--- config.mk ---
export PLATFORM = sky130hd
export DESIGN_NAME = srx_top
export DESIGN_NICKNAME = d
export VERILOG_FILES = /design/src/rtl/srx_pkg.sv /design/src/rtl/srx_tap_pair.sv /design/src/rtl/srx_capture.sv /design/src/rtl/srx_loopback.sv /design/src/rtl/srx_top.sv
export SDC_FILE = /design/constraint.sdc
export NUM_CORES = 1
export LEC_CHECK = 0
export BUFFER_PORTS_ARGS = -buffer_cell sky130_fd_sc_hd__buf_2
export CORE_MARGIN = 8
export CORE_UTILIZATION = 28
export CTS_BUF_LIST = sky130_fd_sc_hd__clkbuf_16
export DETAILED_ROUTE_END_ITERATION = 7
export GPL_TIMING_DRIVEN = 0
export HOLD_SLACK_MARGIN = 0.02
export PLACE_DENSITY = 0.56
export SETUP_SLACK_MARGIN = 0.5
export SYNTH_ARGS = -nofsm -noshare
export SYNTH_HDL_FRONTEND = slang
export SYNTH_HIERARCHICAL = 1
export SYNTH_SLANG_ARGS = --single-unit
--- constraint.sdc ---
create_clock -name clk -period 0.85 [get_ports clk]
set_input_delay 0.0425 -clock clk [delete_from_list [all_inputs] [get_ports clk]]
set_output_delay 0.0425 -clock clk [all_outputs]
set_load 0.01 [all_outputs]
--- src/rtl/srx_pkg.sv ---
package srx_pkg;
    localparam int SRX_LEN       = 39;
    localparam int SRX_SHORT_GAP = 7;

    typedef enum logic {
        LOOP_SHORT = 1'b0,
        LOOP_FULL  = 1'b1
    } loop_sel_e;
endpackage

--- src/rtl/srx_tap_pair.sv ---
module srx_tap_pair #(
    parameter int LEN = 39,
    parameter int GAP = 7
) (
    input  logic [LEN-1:0] word,
    output logic           tap_full,
    output logic           tap_short
);
    assign tap_full = word[LEN-1];

    generate
        if (GAP > 0 && GAP < LEN) begin : g_short
            localparam int SHORT_IDX = LEN - 1 - GAP;
            assign tap_short = word[SHORT_IDX];
        end else begin : g_same
            assign tap_short = word[LEN-1];
        end
    endgenerate
endmodule

--- src/rtl/srx_capture.sv ---
module srx_capture #(
    parameter int LEN = 39,
    parameter int GAP = 7
) (
    input  logic           clk,
    input  logic           rst_n,
    input  logic           sdin,
    input  logic           sstr,
    output logic [LEN-1:0] rx_word,
    output logic [LEN-1:0] dly_word,
    output logic [LEN-1:0] hold_word,
    output logic           tap_full,
    output logic           tap_short
);
    typedef struct packed {
        logic [LEN-1:0] shift;
        logic [LEN-1:0] dly;
        logic [LEN-1:0] hold;
    } cap_t;

    cap_t st_d, st_q;

    always_comb begin
        st_d       = st_q;
        st_d.shift = {st_q.shift[LEN-2:0], sdin};
        st_d.dly   = st_q.shift;
        if (sstr) begin
            st_d.hold = st_q.shift;
        end
    end

    always_ff @(posedge clk or negedge rst_n) begin
        if (!rst_n) begin
            st_q <= '0;
        end else begin
            st_q <= st_d;
        end
    end

    assign rx_word   = st_q.shift;
    assign dly_word  = st_q.dly;
    assign hold_word = st_q.hold;

    srx_tap_pair #(.LEN(LEN), .GAP(GAP)) u_taps (
        .word      (st_q.shift),
        .tap_full  (tap_full),
        .tap_short (tap_short)
    );
endmodule

--- src/rtl/srx_loopback.sv ---
module srx_loopback
    import srx_pkg::*;
#(
    parameter int LEN = 39,
    parameter int GAP = 7
) (
    input  logic           clk,
    input  logic           rst_n,
    input  logic           sstr,
    input  logic [LEN-1:0] load_word,
    input  logic           sel,
    output logic [LEN-1:0] fb_word,
    output logic           div_bit,
    output logic           loop_out
);
    typedef struct packed {
        logic [LEN-1:0] fb;
        logic           div;
    } fb_t;

    fb_t  st_d, st_q;
    logic fb_full, fb_short;

    always_comb begin
        st_d     = st_q;
        st_d.div = ~st_q.div;
        if (sstr) begin
            st_d.fb = load_word;
        end else begin
            st_d.fb = {st_q.fb[LEN-2:0], st_q.div};
        end
    end

    always_ff @(posedge clk or negedge rst_n) begin
        if (!rst_n) begin
            st_q <= '0;
        end else begin
            st_q <= st_d;
        end
    end

    srx_tap_pair #(.LEN(LEN), .GAP(GAP)) u_taps (
        .word      (st_q.fb),
        .tap_full  (fb_full),
        .tap_short (fb_short)
    );

    assign fb_word  = st_q.fb;
    assign div_bit  = st_q.div;
    assign loop_out = (loop_sel_e'(sel) == LOOP_FULL) ? fb_full : fb_short;
endmodule

--- src/rtl/srx_top.sv ---
module srx_top
    import srx_pkg::*;
#(
    parameter int LEN = SRX_LEN,
    parameter int GAP = SRX_SHORT_GAP
) (
    input  logic           clk,
    input  logic           rst_n,
    input  logic           sdin,
    input  logic           sstr,
    input  logic           ecc_mode,
    output logic [LEN-1:0] par_word,
    output logic           rx_sdo_full,
    output logic           rx_sdo_short,
    output logic           loop_out
);
    logic [LEN-1:0] rx_word;
    logic [LEN-1:0] dly_word;
    logic [LEN-1:0] fb_word;
    logic           div_bit;

    srx_capture #(.LEN(LEN), .GAP(GAP)) u_capture (
        .clk       (clk),
        .rst_n     (rst_n),
        .sdin      (sdin),
        .sstr      (sstr),
        .rx_word   (rx_word),
        .dly_word  (dly_word),
        .hold_word (par_word),
        .tap_full  (rx_sdo_full),
        .tap_short (rx_sdo_short)
    );

    srx_loopback #(.LEN(LEN), .GAP(GAP)) u_loop (
        .clk       (clk),
        .rst_n     (rst_n),
        .sstr      (sstr),
        .load_word (dly_word),
        .sel       (ecc_mode),
        .fb_word   (fb_word),
        .div_bit   (div_bit),
        .loop_out  (loop_out)
    );
endmodule

# After elaboration in Yosys (flattened, before gate mapping)
# Cells that the tools add are included.
[word_totals] register_bits=157 elab_cells=8
[classes] n_mux=2 bitwise_logic=1
[op_table] operator="39-bit two-way mux" count=1
[op_table] operator="1-bit two-way mux" count=1
[op_table] operator="1-bit inverter" count=1

# Longest topological paths before layout
# Gate-level depths: netlist (run 1).
[depth] depth_word=1 ltp_mapped=3 depth_no_buf=1

# Cells and area by module
# The synthesis (run 1) kept the hierarchy.
[by_module_without_submodules] module="srx_capture" n_inst=1 cells_per_inst=160 area_per_inst_um2=2780.2 seq_area_each_um2=1976.9
[by_module_without_submodules] module="srx_loopback" n_inst=1 cells_per_inst=85 area_per_inst_um2=1534.0 seq_area_each_um2=1001.0
[by_module_without_submodules] module="srx_tap_pair" n_inst=2 cells_per_inst=2 area_per_inst_um2=15.0 seq_area_each_um2=0.0

# Least setup slack after synthesis (run 1)
# No wires, ideal clock.
[synth_timing] path_type="register -> output" startpoint="reg u_loop.st_q, in the netlist u_loop/fb_word[31]" endpoint="out loop_out" t_arrival_ns=0.747 t_required_ns=0.808 path_slack_ns=0.060 path_stages_with_launch=3 path_buffers=1 path_cell_list="dfrtp_1 buf_4 mux2_2"
[synth_between] elab_chain_len=1
[synth_rtl] item="start: declaration" line="srx_loopback.sv:21" rtl="fb_t st_d, st_q;"
[synth_rtl] item="start signal: assignment" line="srx_loopback.sv:38" rtl="st_q <= st_d;"
[synth_rtl] item="1-bit two-way mux" line="srx_loopback.sv:50" rtl="assign loop_out = (loop_sel_e'(sel) == LOOP_FULL) ? fb_full : fb_short;"
[synth_rtl] item="end: declaration" line="srx_top.sv:15" rtl="output logic loop_out"
# Every way passes these cells.

# Worst setup path in the final report (run 1)
# Same ends and word-level chain as after synthesis.

==> impl_results.md, run 1 <==
* Slew Limit Fails at 0
* Vias in the first global route at 2256
* Cell area after layout at 5680 um2
* DR WL/cell at 14.3 um
* CTS max path bufs at 2
* First-pass GRT wire length at 11800 um
* Max Clock Skew at 0.00374 ns
* Worst vdd ir at 1.44 mV
* Post-route ant nets at 0
* Startpoint type of the worst setup path: flop
* RePlAce Congestion at 0.639
* Maxcap violations at 0
* CTS tree: done
* FMAX at 0.737 GHz
* Nets at 311
* H-tree depth at 4
* Slew margin rel. at 68.2%
* DIE AREA at 18600 um2
* Worst path buffer plus inverter count at 2
* CTS root buf: clkbuf_16
* Post-route DRC at 0
* Synthesized instance count at 211
* Die Wd at 136 um
* CTS Sinks at 119
* Syn Area/Cell at 19.2 um2
* Die Ht at 136 um
* Minimum clock period at 1.36 ns
* Port buffer count at 45
* DRT Pass-1 Iters at 3
* Cell Area, Synth at 4060 um2
* Worst min path class: primary input to async pin
* Clk Latency, worst-skew pair at 0.41 ns
* Num rows at 44
* Final Hold Vio Count at 117
* Filler Cell Count at 1325
* Hold Slack at -0.435 ns
* CP peak stage delay at 0.39 ns
* Non-Filler Instances at 503
* DRT Wirelength at 7210 um
* Worst EP required at 0.81 ns
* Worst slew pin tran at 0.477 ns
* Post-layout util at 39.5%
* Iter 0 DRT Violations at 112
* Worst path slowest cell: dfrtp_1
* Inserted Clock Buffers at 17
* Leakage at 2.75 nW
* Starting Density at 28.2%
* Crit path cell chain: buf_4 -> mux2_4 -> buf_6
* Drt via density at 4.06
* Final setup margin at -0.506 ns
* Maximum number of pins on one net before global-route repair at 73
* Failing checks: hold timing, setup timing
* CP top delay family: flip-flops
* Top Ports at 47
* RSZ-0062 raised after global routing: true
* PD cells at 2600 nW/um2
* Area of the core at 14400 um2
* Worst Path Max Fanout at 2
* Worst EP arrival at 1.31 ns
* Clock-pin slew on the worst setup and hold paths at 0.05 ns
* Vias post-DR at 2044
* Post-detail-place hpwl at 4160 um
* Total track usage at 8.59%
* Reg2reg setup slack at -0.14 ns
* Status: finished with violations
* Antenna violations before repair at 0
* Setup Viol. Count Final at 60
* Gr ovfl total at 0
* Mapped Nets at 216
* Final cycle utilization of the critical path at 160%
* Dpl ws at -0.0880 ns
* Worst setup EP type: output port
* Yosys Warn Count at 6
* Share of layout cells above drive strength 1 at 60.2%
* # placed instances at 441
* CP Class: flop to output port
* DP Area at 4660 um2
* Area growth syn-to-layout at 40.0%
* ANT cells at 0
-- cells in the final DEF (no fill, tap or decap) --
| cell type | count |
|---|---|
| inv_1 | 3 |
| mux2_2 | 9 |
| buf_16 | 1 |
| clkinvlp_4 | 1 |
| mux2_4 | 70 |
| clkbuf_16 | 18 |
| buf_4 | 16 |
| clkinv_1 | 5 |
| buf_8 | 3 |
| clkinv_2 | 4 |
| buf_6 | 31 |
| buf_2 | 36 |
| dfrtp_1 | 119 |
| bufinv_16 | 3 |
-- sequential cells by signal (all words and copies together), names as in the netlist --
| name | count |
|---|---|
| u_capture/rx_word | 1 |
| u_loop/div_bit | 1 |
| u_loop/fb_word | 39 |
| u_capture/hold_word | 39 |
| u_capture/dly_word | 39 |
-- per-stage QoR --
step,TNS (ns),total power [mW]
3_5_place_dp,-0.0880,7.64
5_1_grt,-8.39,15.4
3_3_place_gp,-197.50,7.61
6_report,-6.04,14.7
2_1_floorplan,0,7.16
4_1_cts,-7.13,14.9
-- where the power goes --
group / internal [mW] / leakage (nW) / total, mW / switching (mW)
registers: 6.14 / 1.39 / 6.38 / 0.241
clock network: 4.50 / 0.286 / 6.86 / 2.37
logic: 0.959 / 1.07 / 1.50 / 0.537
total: 11.6 / 2.75 / 14.7 / 3.14
-- final timing paths --
| kind | startpoint | end | cells past startpoint |
|---|---|---|---|
| worst max-delay path | u_loop/fb_word[31] | loop_out | 3 |
| worst min-delay path | rst_n | u_capture/hold_word[33] | 1 |
| worst max register to register | u_capture/dly_word[37] | u_capture/hold_word[38] | 3 |
| worst min register to register | u_capture/rx_word[0] | u_capture/dly_word[0] | 0 |
| max in group asynchronous | rst_n | u_loop/fb_word[37] | 2 |
| min in group clk | sdin | u_capture/rx_word[0] | 1 |
-- routing by layer --
layer | vias up | track usage, % | routed length, um
met4 | 0 | 6.04 | 198
met5 | - | 0 | 0
met3 | 17 | 4.07 | 472
li1 | 914 | - | -
met1 | 1066 | 10.6 | 3380
met2 | 47 | 11.5 | 3160
-- timing repair --
action,in CTS,in global routing
cloned,0,1
resized for setup,21,28
endpoints found under the hold margin,146,102
setup endpoints to repair,160,227
buffers inserted,26,3
-- area by class of cell --
| cell class | instances | area (um2) | area share, % |
|---|---|---|---|
| clock buffer | 17 | 425 | 7.49 |
| sequential | 119 | 2980 | 52.4 |
| clock inverter | 15 | 144 | 2.53 |
| buffer | 12 | 124 | 2.18 |
| inverter | 1 | 3.75 | 0.0661 |
| multi-input combinational | 79 | 1150 | 20.3 |
| tap | 184 | 230 | 4.05 |
| timing repair buffer | 76 | 623 | 11.0 |
Power figures use the tool's default switching activity.
==> run 2: changes to the inputs <==
--- a/config.mk
+++ b/config.mk
@@ -12,7 +12,7 @@
 export DETAILED_ROUTE_END_ITERATION = 7
 export GPL_TIMING_DRIVEN = 0
 export HOLD_SLACK_MARGIN = 0.02
-export PLACE_DENSITY = 0.56
+export PLACE_DENSITY = 0.58
 export SETUP_SLACK_MARGIN = 0.5
 export SYNTH_ARGS = -nofsm -noshare
 export SYNTH_HDL_FRONTEND = slang
==> constraint.sdc (replaced) <==
create_clock -name clk -period 1.1 [get_ports clk]
set_input_delay 0.055 -clock clk [delete_from_list [all_inputs] [get_ports clk]]
set_output_delay 0.055 -clock clk [all_outputs]
set_load 0.01 [all_outputs]
==> run 2 against run 1 <==
Compared with the run above:
- the run still ends with hold timing, setup timing left
- first-iteration DRC count is 8.9% lower
- clock-buffer cell count stayed put
- sequential share of layout area is 1.6 points lower
- worst setup slack better by 0.25 ns
- register-to-register slack better by 0.24 ns
- utilization is 1.2 points higher
- final cell count is 2.0% higher
- total power is 20% lower
- flip-flop and latch count stayed put
- non-clock buffer count is 10 higher
- critical path type unchanged
- largest cell class unchanged
==> impl_results.md, run 2 (synthesized netlist as in run 1, its figures left out) <==
* Status: finished with violations
* Failing checks: hold timing, setup timing
* First-pass GRT wire length at 12300 um
* CTS Sinks at 119
* Slew Limit Fails at 0
* CP peak stage delay at 0.38 ns
* Clock-pin slew on the worst setup and hold paths at 0.05 ns
* FMAX at 0.737 GHz
* CTS root buf: clkbuf_16
* Nets at 321
* Max Clock Skew at 0.00466 ns
* Inserted Clock Buffers at 17
* DIE AREA at 18600 um2
* Num rows at 44
* Crit path cell chain: buf_4 -> mux2_4 -> buf_6
* Top Ports at 47
* Commonest cells after routing, fill and taps aside: 119 x dfrtp_1, 79 x mux2_4, 42 x buf_6
* Drt via density at 4.01
* Worst EP required at 1.04 ns
* Worst EP arrival at 1.30 ns
* Minimum clock period at 1.36 ns
* Post-route DRC at 0
* Worst min path class: primary input to async pin
* Maximum number of pins on one net before global-route repair at 61
* Slew margin rel. at 62.9%
* CP Class: flop to output port
* DRT Wirelength at 7430 um
* Worst path slowest cell: dfrtp_1
* Final setup margin at -0.257 ns
* Port buffer count at 45
* Post-route ant nets at 0
* Dpl ws at 0.151 ns
* Vias post-DR at 2058
* Post-detail-place hpwl at 4190 um
* Final Hold Vio Count at 68
* Commonest non-fill, non-tap cell in the layout: dfrtp_1
* DRT Pass-1 Iters at 3
* Maxcap violations at 0
* Cell area after layout at 5850 um2
* CTS tree: done
* Die Ht at 136 um
* CP top delay family: flip-flops
* Clk Latency, worst-skew pair at 0.40 ns
* H-tree depth at 4
* Total track usage at 8.89%
* Filler Cell Count at 1302
* ANT cells at 0
* Die Wd at 136 um
* Final cycle utilization of the critical path at 123%
* Starting Density at 28.2%
* Hold Slack at -0.398 ns
* Leakage at 2.86 nW
* Iter 0 DRT Violations at 102
* PD cells at 2000 nW/um2
* Worst vdd ir at 0.921 mV
* Worst setup EP type: output port
* Vias in the first global route at 2298
* Share of layout cells above drive strength 1 at 61.4%
* Setup Viol. Count Final at 1
* Worst slew pin tran at 0.557 ns
* Antenna violations before repair at 0
* Critical Path Source: u_loop/fb_word[31]
* Area of the core at 14400 um2
* Worst Path Max Fanout at 2
* Startpoint type of the worst setup path: flop
* Reg2reg start: u_capture/dly_word[30]
* DP Area at 4660 um2
* Gr ovfl total at 0
* DR WL/cell at 14.5 um
* RePlAce Congestion at 0.641
* Worst path buffer plus inverter count at 2
* Post-CTS Hold Buffers at 1
* Area growth syn-to-layout at 44.2%
* CTS max path bufs at 2
* RSZ-0062 raised after global routing: true
[run 2: report_power, final]
group,leakage [nW],internal (mW),switching (mW)
Sequential,1.39,4.75,0.193
Combinational,1.17,0.812,0.433
Clock,0.303,3.71,1.83
[run 2: path summary, 6_finish.rpt]
kind                                            to  slack, ns  cells after the start
min                        u_capture/hold_word[34]      -0.40                      1
max                                       loop_out      -0.26                      3
max in group asynchronous  u_capture/hold_word[26]       0.81                      2
max reg2reg                     u_loop/fb_word[30]       0.10                      3
min reg2reg                  u_capture/dly_word[0]       0.38                      0
min in group clk                u_loop/fb_word[38]      -0.03                      2
[run 2: repair_timing]
action                                 CTS  global route
endpoints found under the hold margin   78            77
buffers inserted                        23            16
resized for setup                       44            27
setup endpoints to repair              120           130
cloned                                   0             0
[run 2: area by class of cell]
cell class | count | area, um2 | area share, %
plain buffers | 12 | 129 | 2.20
clock buffers | 17 | 425 | 7.27
clock inverters | 15 | 168 | 2.86
inverters | 1 | 3.75 | 0.0641
multi-input cells | 79 | 1190 | 20.3
flip-flops and latches | 119 | 2980 | 50.9
well taps | 184 | 230 | 3.93
repair buffers | 86 | 734 | 12.5
[run 2: through the flow]
stage | power (mW) | instances | utilization (%) | hold WS, ns | TNS (ns)
after floorplan | 5.53 | 211 | - | -0.241 | 0
after global placement | 5.88 | 440 | 32.2 | 0.167 | -169.96
after detailed placement | 5.91 | 441 | 32.4 | 0.0577 | 0
after CTS | 11.8 | 497 | 39.0 | -0.391 | -0.351
after global routing | 12.2 | 513 | 40.7 | -0.363 | -0.391
final | 11.7 | 513 | 40.7 | -0.398 | -0.257
[run 2: layer usage]
metal / up-vias / global-route usage (%) / part of all wire, %
met5: - / 0 / 0
met4: 0 / 6.04 / 2.6
met3: 17 / 4.21 / 6.4
met2: 42 / 11.9 / 44
met1: 1068 / 11.1 / 47
li1: 931 / - / -
==> run 3: changes to the inputs <==
--- a/config.mk
+++ b/config.mk
@@ -5,14 +5,14 @@
 export SDC_FILE = /design/constraint.sdc
 export NUM_CORES = 1
 export LEC_CHECK = 0
-export BUFFER_PORTS_ARGS = -buffer_cell sky130_fd_sc_hd__buf_2
 export CORE_MARGIN = 8
 export CORE_UTILIZATION = 28
 export CTS_BUF_LIST = sky130_fd_sc_hd__clkbuf_16
 export DETAILED_ROUTE_END_ITERATION = 7
+export DONT_BUFFER_PORTS = 1
 export GPL_TIMING_DRIVEN = 0
 export HOLD_SLACK_MARGIN = 0.02
-export PLACE_DENSITY = 0.58
+export PLACE_DENSITY = 0.55
 export SETUP_SLACK_MARGIN = 0.5
 export SYNTH_ARGS = -nofsm -noshare
 export SYNTH_HDL_FRONTEND = slang
==> run 3 against run 2 <==
Compared with the run above:
- the run still ends with hold timing, setup timing left
- design area down 12%
- clock-buffer cell count unchanged
- clock skew up 0.0018 ns
- global-route usage down 0.22 points
- critical path depth down 1
- register-to-register slack better by 0.11 ns
- die area unchanged
- wire length down 3.6%
- sequential share of layout area up 7.1 points
- fmax up 8.2%
- utilization down 5.0 points
- clock power down 15%
- largest power group is now sequential cells
==> impl_results.md, run 3 (synthesized netlist as in run 1, its figures left out) <==
* Area growth syn-to-layout at 26.6%
* Hold Slack at -0.652 ns
* CP Class: flop to output port
* Antenna violations before repair at 0
* Reg2reg setup slack at 0.21 ns
* Minimum clock period at 1.25 ns
* Commonest non-fill, non-tap cell in the layout: dfrtp_1
* First-pass GRT wire length at 11900 um
* Maximum number of pins on one net before global-route repair at 120
* Drt via density at 4.07
* DP Area at 4400 um2
* Total track usage at 8.67%
* Failing checks: hold timing, setup timing
* Post-detail-place hpwl at 4090 um
* Final Hold Vio Count at 128
* PD cells at 2030 nW/um2
* Port buffer count at 0
* Worst EP required at 1.04 ns
* Vias in the first global route at 2127
* Startpoint type of the worst setup path: flop
* Worst reg2reg path depth at 2
* Reg2reg start: u_capture/dly_word[37]
* Die Wd at 136 um
* Max Clock Skew at 0.00643 ns
* CTS Sinks at 119
* Clock-pin slew on the worst setup and hold paths at 0.05 ns
* Worst setup EP type: output port
* DIE AREA at 18600 um2
* CTS root buf: clkbuf_16
* Slew Limit Fails at 0
* Top Ports at 47
* Dpl ws at 0.255 ns
* CTS max path bufs at 2
* Die Ht at 136 um
* Worst vdd ir at 0.901 mV
* RePlAce Congestion at 0.628
* Num rows at 44
* Status: finished with violations
* Worst min path class: primary input to async pin
* Setup Viol. Count Final at 1
* Inserted Clock Buffers at 17
* Final setup margin at -0.154 ns
* Iter 0 DRT Violations at 85
* FMAX at 0.797 GHz
* Worst Path Max Fanout at 2
* Final cycle utilization of the critical path at 114%
* Post-CTS Hold Buffers at 1
* Share of layout cells above drive strength 1 at 48.0%
* Clk Latency, worst-skew pair at 0.40 ns
* Setup TNS at -0.154 ns
* Worst EP arrival at 1.20 ns
* Cell area after layout at 5140 um2
* DR WL/cell at 16.4 um
* CTS tree: done
* Leakage at 2.45 nW
* Nets at 245
* RR Endpoint: u_capture/hold_word[38]
* H-tree depth at 4
* Starting Density at 28.2%
* DRT Wirelength at 7170 um
* Post-route ant nets at 0
* Vias post-DR at 1776
* Worst slew pin tran at 0.209 ns
* Area of the core at 14400 um2
* Gr ovfl total at 0
* Commonest cells after routing, fill and taps aside: 118 x dfrtp_1, 79 x mux2_4, 17 x clkbuf_16
* DRT Pass-1 Iters at 4
* ANT cells at 0
* Slew margin rel. at 86.0%
* Maxcap violations at 0
* RSZ-0062 raised after global routing: true
* Post-route DRC at 0
-- run 3: changes by cell type in the layout (fill, tap and decap cells not counted), sizes merged --
cell	before	now
inv	3	8
buf	97	21
clkinv	9	6
bufinv	4	1
-- run 3: area by class of cell --
type	count	area (um2)
fill	1352	9230
sequential	119	2980
multi-input combinational	79	1190
clock buffer	17	425
tap	184	230
buffer	12	129
timing repair buffer	10	104
clock inverter	14	81.3
inverter	1	3.75
-- run 3: critical path: stages, from the launching register on --
cell	delay [ns]
dfrtp_1	0.39
buf_4	0.13
mux2_4	0.28
-- run 3: worst max path at each step --
stage | startpoint | end | slack (ns) | cells after the start
after CTS | u_loop/fb_word[31] | loop_out | -0.19 | 2
after global routing | u_loop/fb_word[31] | loop_out | -0.21 | 2
after floorplan | u_loop/fb_word[31] | loop_out | 0.30 | 2
final | u_loop/fb_word[31] | loop_out | -0.15 | 2
after global placement | u_loop/fb_word[31] | loop_out | 0.25 | 2
after detailed placement | sstr | u_capture/hold_word[34] | 0.25 | 3
-- run 3: where the power goes --
group          switching (mW)  leakage, nW  internal, mW  total (mW)
clock                    1.75        0.275          2.98        4.72
sequential              0.291         1.39          4.75        5.04
combinational           0.180        0.786         0.500       0.681
-- run 3: metal layers --
metal	global-route usage (%)	vias up	share of wire (%)
met5	0	-	0
li1	-	782	-
met1	10.9	939	46
met2	11.6	43	45
met4	4.94	0	1.9
met3	4.47	12	7.0
-- run 3: what timing repair did --
item                                   in CTS  in global routing
setup buffers                               9                  0
pin swaps                                   0                  0
endpoints found under the hold margin     138                133
setup endpoints to repair                 120                129
resized for setup                          35                  6
-- run 3: stage by stage --
stage / utilization (%) / power [mW] / hold WS, ns / std cells
finish: 35.8 / 10.4 / -0.652 / 436
global route: 35.8 / 10.9 / -0.681 / 436
CTS: 35.6 / 10.7 / -0.681 / 436
detailed placement: 30.6 / 5.68 / -0.237 / 395
global placement: 30.6 / 5.66 / -0.237 / 395
floorplan: - / 5.53 / -0.241 / 211
